--- config.mk ---
export PLATFORM = sky130hd
export DESIGN_NAME = absdiff_sigacc
export DESIGN_NICKNAME = d
export VERILOG_FILES = /design/src/rtl/sigacc_pkg.sv /design/src/rtl/sigacc_ctrl.sv /design/src/rtl/sigacc_dp.sv /design/src/rtl/absdiff_sigacc.sv
export SDC_FILE = /design/constraint.sdc
export NUM_CORES = 1
export LEC_CHECK = 0
export BUFFER_PORTS_ARGS = -buffer_cell sky130_fd_sc_hd__buf_2
export CELL_PAD_IN_SITES_DETAIL_PLACEMENT = 1
export CELL_PAD_IN_SITES_GLOBAL_PLACEMENT = 2
export CORE_MARGIN = 4
export CORE_UTILIZATION = 30
export CTS_BUF_LIST = sky130_fd_sc_hd__clkbuf_2
export DETAILED_ROUTE_END_ITERATION = 7
export PLACE_DENSITY = 0.78
export SYNTH_ARGS = -nofsm -noshare
export SYNTH_HDL_FRONTEND = slang
export SYNTH_SLANG_ARGS = --single-unit
export TNS_END_PERCENT = 5
--- constraint.sdc ---
create_clock -name clk -period 2.2 [get_ports clk]
set_input_delay 0.44 -clock clk [delete_from_list [all_inputs] [get_ports clk]]
set_output_delay 0.44 -clock clk [all_outputs]
set_load 0.01 [all_outputs]
--- src/rtl/sigacc_pkg.sv ---
package sigacc_pkg;
  typedef enum logic [1:0] {
    TERM_STIM = 2'd0,
    TERM_ADC  = 2'd1,
    TERM_DIFF = 2'd2,
    TERM_DIF2 = 2'd3
  } term_sel_e;

  typedef struct packed {
    logic clr;
    logic add;
  } acc_strobe_t;
endpackage

--- src/rtl/sigacc_ctrl.sv ---
module sigacc_ctrl
  import sigacc_pkg::*;
(
  input  logic        clk,
  input  logic        rst_n,
  input  logic        start,
  input  logic        enable,
  output acc_strobe_t strobes
);
  always_comb begin
    strobes.clr = start;
    strobes.add = enable & ~start;
  end


  strobe_excl_chk: assert property (@(posedge clk) disable iff (!rst_n)
    $onehot0({strobes.clr, strobes.add}));
endmodule

--- src/rtl/sigacc_dp.sv ---
module sigacc_dp
  import sigacc_pkg::*;
#(
  parameter int DAC_W = 8,
  parameter int ADC_W = 6,
  parameter int ACC_W = 8
) (
  input  logic             clk,
  input  logic             rst_n,
  input  acc_strobe_t      strobes,
  input  logic [1:0]       mode,
  input  logic [DAC_W-1:0] stimWord,
  input  logic [ADC_W-1:0] adcWord,
  output logic [ACC_W-1:0] accLow,
  output logic [ACC_W-1:0] accHigh,
  output logic             overflow
);
  localparam int MAX_W = (DAC_W > ADC_W) ? DAC_W : ADC_W;
  localparam int STIM_SH = MAX_W - DAC_W;
  localparam int ADC_SH  = MAX_W - ADC_W;

  logic [MAX_W-1:0] stimAl, adcAl, absDiff, term;
  logic [ACC_W:0]   lowSum;
  logic             carry, hiFull;

  assign stimAl = MAX_W'(stimWord) << STIM_SH;
  assign adcAl  = MAX_W'(adcWord) << ADC_SH;
  assign absDiff = (stimAl >= adcAl) ? (stimAl - adcAl) : (adcAl - stimAl);

  always_comb begin
    unique case (term_sel_e'(mode))
      TERM_STIM: term = stimAl;
      TERM_ADC:  term = adcAl;
      default:   term = absDiff;
    endcase
  end

  assign lowSum = {1'b0, accLow} + (ACC_W+1)'(term);
  assign carry  = lowSum[ACC_W];
  assign hiFull = &accHigh;

  always_ff @(posedge clk or negedge rst_n) begin
    if (!rst_n) begin
      accLow   <= '0;
      accHigh  <= '0;
      overflow <= 1'b0;
    end else if (strobes.clr) begin
      accLow   <= '0;
      accHigh  <= '0;
      overflow <= 1'b0;
    end else if (strobes.add && !overflow) begin
      if (carry && hiFull) begin
        accLow   <= '1;
        accHigh  <= '1;
        overflow <= 1'b1;
      end else begin
        accLow  <= lowSum[ACC_W-1:0];
        accHigh <= accHigh + ACC_W'(carry);
      end
    end
  end


  clear_zero_chk: assert property (@(posedge clk) disable iff (!rst_n)
    strobes.clr |=> (accLow == '0 && accHigh == '0 && !overflow));

  idle_hold_chk: assert property (@(posedge clk) disable iff (!rst_n)
    (!strobes.clr && !strobes.add) |=> ($stable(accLow) && $stable(accHigh) && $stable(overflow)));

  high_monotone_chk: assert property (@(posedge clk) disable iff (!rst_n)
    !strobes.clr |=> (accHigh >= $past(accHigh)));

  sticky_ovf_chk: assert property (@(posedge clk) disable iff (!rst_n)
    (overflow && !strobes.clr) |=> overflow);

  sat_value_chk: assert property (@(posedge clk) disable iff (!rst_n)
    overflow |-> (&accHigh && &accLow));
endmodule

--- src/rtl/absdiff_sigacc.sv ---
module absdiff_sigacc
  import sigacc_pkg::*;
#(
  parameter int DAC_W = 8,
  parameter int ADC_W = 6,
  parameter int ACC_W = 8
) (
  input  logic             clk,
  input  logic             rst_n,
  input  logic             start,
  input  logic             enable,
  input  logic [1:0]       mode,
  input  logic [DAC_W-1:0] stimWord,
  input  logic [ADC_W-1:0] adcWord,
  output logic [ACC_W-1:0] accLow,
  output logic [ACC_W-1:0] accHigh,
  output logic             overflow
);
  acc_strobe_t strobes;

  sigacc_ctrl i_ctrl (
    .clk(clk), .rst_n(rst_n), .start(start), .enable(enable), .strobes(strobes)
  );

  sigacc_dp #(.DAC_W(DAC_W), .ADC_W(ADC_W), .ACC_W(ACC_W)) i_dp (
    .clk(clk), .rst_n(rst_n), .strobes(strobes), .mode(mode),
    .stimWord(stimWord), .adcWord(adcWord),
    .accLow(accLow), .accHigh(accHigh), .overflow(overflow)
  );
endmodule

# After elaboration in Yosys (flattened, before gate mapping)
# Index checks and enable logic that the tools add are counted.
[word_totals]
regBits = 17
latchBits = 0
ramBits = 0
rom_bits = 0
input_bits = 20
out_inout_bits = 17
word_cells = 30
n_memories = 0
[op_classes]
n_addsub = 4
n_mul = 0
div = 0
n_lt_le_gt_ge = 1
eq_ne = 1
n_shift = 0
mux = 11
n_bitwise = 2
reduce_logical = 8
[op_table]
columns = ["operator", "count"]
rows = [
  ["$mux W8", 7],
  ["$pmux W8 S2", 1],
  ["$sub A8 B8 Y8", 2],
  ["$add A8 B8 Y9", 1],
  ["$add A8 B1 Y8", 1],
  ["$ge A8 B8 Y1", 1],
  ["$reduce_and A8 Y1", 1],
  ["$reduce_bool A2 Y1", 2],
  ["$mux W1", 3],
  ["$eq A2 B1 Y1 const B", 1],
  ["$logic_and A1 B1 Y1", 2],
  ["$logic_not A2 Y1", 1],
  ["$reduce_and A2 Y1", 1],
  ["$and A1 B1 Y1", 1],
  ["$logic_not A1 Y1", 1],
  ["$not A1 Y1", 1],
]

# Depth between registers and ports, before layout
[logic_depth]
depth_word = 8
mapped_depth = 22

# Hierarchy
# From an unflattened synthesis, not the netlist that was laid out.
[unflattened]
cells_unflattened = 227
area_unflattened_um2 = 1874.3
[modules_own_cells]
columns = ["mod", "n_inst", "cells_per_inst", "area_each_um2"]
rows = [
  ["sigacc_dp", 1, 225, 1853.0],
  ["sigacc_ctrl", 1, 2, 21.3],
]

# Worst setup path before layout
# No wires, ideal clock.
[synth_timing]
path_kind = "input port to flip-flop"
from = "input stimWord[2]"
to = "register i_dp.accHigh[6]"
setup_ns = 0.132
arrival_ns = 3.881
setup_slack_ns = -1.813
cell_stages = 22
cell_sequence = "inv_1 > ha_1 > inv_1 > fa_1 > a21oi_1 > a21oi_1 > a211o_1 > buf_6 > mux2i_1 > or3_1 > a31o_1 > ha_1 > o21ai_0 > a21oi_1 > and2_1 > ha_1 > ha_1 > nand2_1 > nor3_1 > nand3_1 > o21ai_0 > nor2_1"
[synth_via]
elab_chain_len = 8
word_cells_on_any_way = 11
classes_between = "add/sub: 4; order compare: 1; mux: 5; reduce/logical: 1"
[synth_rtl]
columns = ["element", "line", "source"]
rows = [
  ["start, declared", "absdiff_sigacc.sv:13", "input logic [DAC_W-1:0] stimWord,"],
  ["$sub A8 B8 Y8 / $ge A8 B8 Y1 (equally long branches)", "sigacc_dp.sv:28", "assign absDiff = (stimAl >= adcAl) ? (stimAl - adcAl) : (adcAl - stimAl);"],
  ["$mux W8", "sigacc_dp.sv:28", ""],
  ["$pmux W8 S2 *", "sigacc_dp.sv:31", "unique case (term_sel_e'(mode))"],
  ["$add A8 B8 Y9 *", "sigacc_dp.sv:38", "assign lowSum = {1'b0, accLow} + (ACC_W+1)'(term);"],
  ["$add A8 B1 Y8 / $logic_and A1 B1 Y1 (equally long branches)", "sigacc_dp.sv:58, sigacc_dp.sv:52", ""],
  ["$mux W8 *", "sigacc_dp.sv:52", "if (carry && hiFull) begin"],
  ["$mux W8 *", "sigacc_dp.sv:51", "end else if (strobes.add && !overflow) begin"],
  ["$mux W8 *", "sigacc_dp.sv:47", "end else if (strobes.clr) begin"],
  ["end signal, assigned", "sigacc_dp.sv:58", "accHigh <= accHigh + ACC_W'(carry);"],
  ["end, declared", "sigacc_dp.sv:15", "output logic [ACC_W-1:0] accHigh,"],
]
# Every way passes the cells marked *; elsewhere a longest branch is shown, timed or not. The select of a mux whose other input is x is not followed.
# A chain may end at the register's enable or synchronous reset.

# Worst setup path after layout
# Same ends and word-level chain as after synthesis.

==> results.sh <==
export IMPL_synth_warnings=0
export IMPL_multi_input_area_mm2=0.00145
export IMPL_synth_ff_type="dfrtp_1"
export IMPL_port_buffers=36
export IMPL_reg2reg_from="i_dp.accLow[0]"
export IMPL_max_freq_ghz=0.274
export IMPL_cap_viol_max_count=0
export IMPL_hold_path_class="in -> async"
export IMPL_path_class="in -> reg"
export IMPL_coreArea_mm2=0.00564
export IMPL_synth_top_cell_by_area="dfrtp_1"
export IMPL_crit_path_end_kind="register"
export IMPL_p_per_area_mw_per_mm2=497
export IMPL_relSlewSlack=0.679
export IMPL_globalplace_congestion=0.825
export IMPL_yosys_top_cells_area="dfrtp_1 24%, ha_1 15%, nor2_1 6.1%"
export IMPL_drv_slew=0
export IMPL_die_area_mm2=0.00726
export IMPL_rsz0062_at_grt="yes"
export IMPL_vias=2054
export IMPL_yosysMostFrequentCell="nor2_1"
export IMPL_place_ws_ns=-1.99
export IMPL_wirelength_um=6590
export IMPL_htree_levels=1
export IMPL_dp_hpwl_um=4780
export IMPL_skew_ns=0.0188
export IMPL_ioPinCount=37
export IMPL_r2r_end="i_dp.accHigh[2]"
export IMPL_drive_above_1_share=0.445
export IMPL_antenna_cells=0
export IMPL_outcome="finished, violations left"
export IMPL_clk_latency_ns=0.31
export IMPL_firstDrtPassIters=4
export IMPL_vias_per_cell=5.16
export IMPL_yosys_top_cells_count="29 x nor2_1, 22 x ha_1, 19 x a21oi_1"
export IMPL_cts_sinks=17
export IMPL_yosysSeqAreaShare=0.238
export IMPL_syn_avg_cell_area_um2=7.99
export IMPL_worstMarginPinSlew_ns=0.481
export IMPL_grt_pass1_wl_um=10400
export IMPL_finalSetupViolations=17
export IMPL_rrSetupSlack_ns=-0.21
export IMPL_syn_nets=268
export IMPL_worst_ir_drop_vdd_mv=0.431
export IMPL_period_minus_slack_ns=3.66
export IMPL_drc=0
export IMPL_nFillCells=699
export IMPL_critPathLaunch="stimWord[2]"
export IMPL_ctsHoldBuffers=0
export IMPL_syn_to_final_growth_pct=56.8
export IMPL_hold_viol_final=0
export IMPL_finalCritPeriodShare=1.66
export IMPL_regArea_um2=425
export IMPL_mappedNetlistArea_mm2=0.00179
export IMPL_ant_nets=0
export IMPL_clkTransAtPathRegs_ns=0.19
export IMPL_start_kind="primary input"
export IMPL_avgRoutedWirePerCell_um=16.5
export IMPL_cts_buffer_depth=2
export IMPL_synth_async_reset_ratio=1.00
export IMPL_grt_total_usage=0.175
export IMPL_critPathMaxFanout=6
export IMPL_crit_arrival_ns=3.85
export IMPL_grt_max_degree=18
export IMPL_worst_r2r_cell_count=10
export IMPL_whs_ns=0.0259
export IMPL_cts_tree="done"
export IMPL_violations="negative setup slack"
export IMPL_die_y_um=85.2
export IMPL_antenna_found_initial=0
export IMPL_ys_ff_latch=17
export IMPL_nNetsFinal=371
export IMPL_die_x_um=85.2
export IMPL_crit_end="i_dp.accHigh[6]"
export IMPL_synth_cells=224
export IMPL_cts_root_buf="clkbuf_2"
export IMPL_power_leakage_uw=0.00143
export IMPL_critPathRequiredTime_ns=2.39
export IMPL_drt_iter0_markers=93
export IMPL_initial_utilization=0.317
export IMPL_finalWorstSetupSlack_ns=-1.46
export IMPL_std_cell_rows=27
export IMPL_grt_overflow_total=0
export IMPL_grt_pass1_vias=2164
export IMPL_netlist_area_leader_share=0.238
export IMPL_yosys_cell_types_count=42
export IMPL_synth_edf_count=0
export IMPL_cts_buffers_inserted=3
[layout by cell type (no fill, tap or decap), types with 2 or more instances in the layout]
master    count
buf_4        72
buf_2        34
nor2_1       29
dfrtp_1      17
a21oi_1      15
ha_1         14
inv_1        13
nand2_1      10
o21ai_0       8
nand3_1       6
mux2i_1       6
a211oi_1      6
nor3_1        6
a21o_1        5
xor2_1        5
xnor2_1       5
ha_4          5
o21ai_1       4
nand4_1       4
o211a_1       4
clkbuf_2      4
a31oi_1       3
nand2b_1      3
a311oi_1      3
ha_2          3
o21ai_2       2
a21oi_2       2
a21oi_4       2
a211o_1       2
or3_1         2
o21bai_1      2
and3_4        2
o22ai_1       2
fa_2          2
buf_6         2
[metal layers]
| layer | track usage | up-vias | part of all wire |
|---|---|---|---|
| met5 | 0 | - | 0 |
| met4 | 0.0187 | 0 | 0.0080 |
| met3 | 0.0223 | 6 | 0.028 |
| met2 | 0.306 | 36 | 0.50 |
| met1 | 0.237 | 989 | 0.47 |
| li1 | - | 1023 | - |
[metrics by stage]
stage / cell area, µm² / util / instances / setup TNS (ns) / total power, µW
after floorplan: 1860 / - / 224 / -22.09 / 767
after global placement: 2500 / 0.443 / 378 / -28.49 / 1060
after detailed placement: 2500 / 0.443 / 378 / -29.71 / 1080
after CTS: 2720 / 0.482 / 397 / -20.60 / 1340
after global routing: 2810 / 0.497 / 398 / -23.87 / 1500
final: 2810 / 0.497 / 398 / -21.19 / 1390
[critical path, cell delays in order]
cell and delay, ns:
buf_8 0.09, inv_12 0.03, buf_4 0.13, ha_4 0.27, nand4_1 0.21, a21oi_2 0.22, a211o_1 0.16, buf_6 0.14
buf_4 0.12, buf_4 0.09, nor2_1 0.04, mux2_2 0.26, a211oi_2 0.24, ha_2 0.26, nor2_1 0.06, a21oi_2 0.16
and2_4 0.18, ha_4 0.14, ha_4 0.15, nand2_4 0.06, nor3_4 0.17, nand3_1 0.08, o21ai_1 0.08, nor2_1 0.05
[timing repair]
| action | CTS | global route |
|---|---|---|
| resized for setup | 21 | 14 |
| hold endpoints to repair | 0 | 0 |
| setup endpoints to repair | 17 | 17 |
| pin swaps | 20 | 8 |
| buffers inserted | 15 | 1 |
[power breakdown]
group | switching [µW] | leakage [µW] | internal, µW
sequential | 28.0 | 0.000228 | 337
combinational | 412 | 0.00119 | 464
clock | 105 | 0.0000166 | 48.2
total | 545 | 0.00143 | 849
[layout make-up]
| type | instances | area share |
|---|---|---|
| Multi-Input combinational cell | 180 | 0.517 |
| Inverter | 16 | 0.0259 |
| Clock buffer | 4 | 0.00714 |
| Timing Repair Buffer | 109 | 0.267 |
| Sequential cell | 17 | 0.152 |
| Tap cell | 72 | 0.0321 |
[registers in the layout, summed over array words and instances (netlist names)]
register	count
i_dp.accHigh	8
i_dp.overflow	1
i_dp.accLow	8
[cell families after synthesis]
| group | share of synthesized area |
|---|---|
| simple gates | 0.175 |
| mux | 0.0399 |
| xor+xnor | 0.0489 |
| buf+inv | 0.0643 |
| flops | 0.238 |
| compound gates | 0.258 |
| fa+ha+maj | 0.176 |
[worst min-delay path by stage]
stage / start / end / slack, ns / cells past startpoint
2_1_floorplan: rst_n / i_dp.accHigh[0] / 0.14 / 0
3_3_place_gp: rst_n / i_dp.accHigh[5] / 0.40 / 1
3_5_place_dp: rst_n / i_dp.accHigh[5] / 0.40 / 1
4_1_cts: rst_n / i_dp.accLow[4] / 0.02 / 1
5_1_grt: rst_n / i_dp.accLow[4] / 0.03 / 1
6_report: rst_n / i_dp.accLow[4] / 0.03 / 1
No activity file was read; power rests on OpenSTA's default activity.
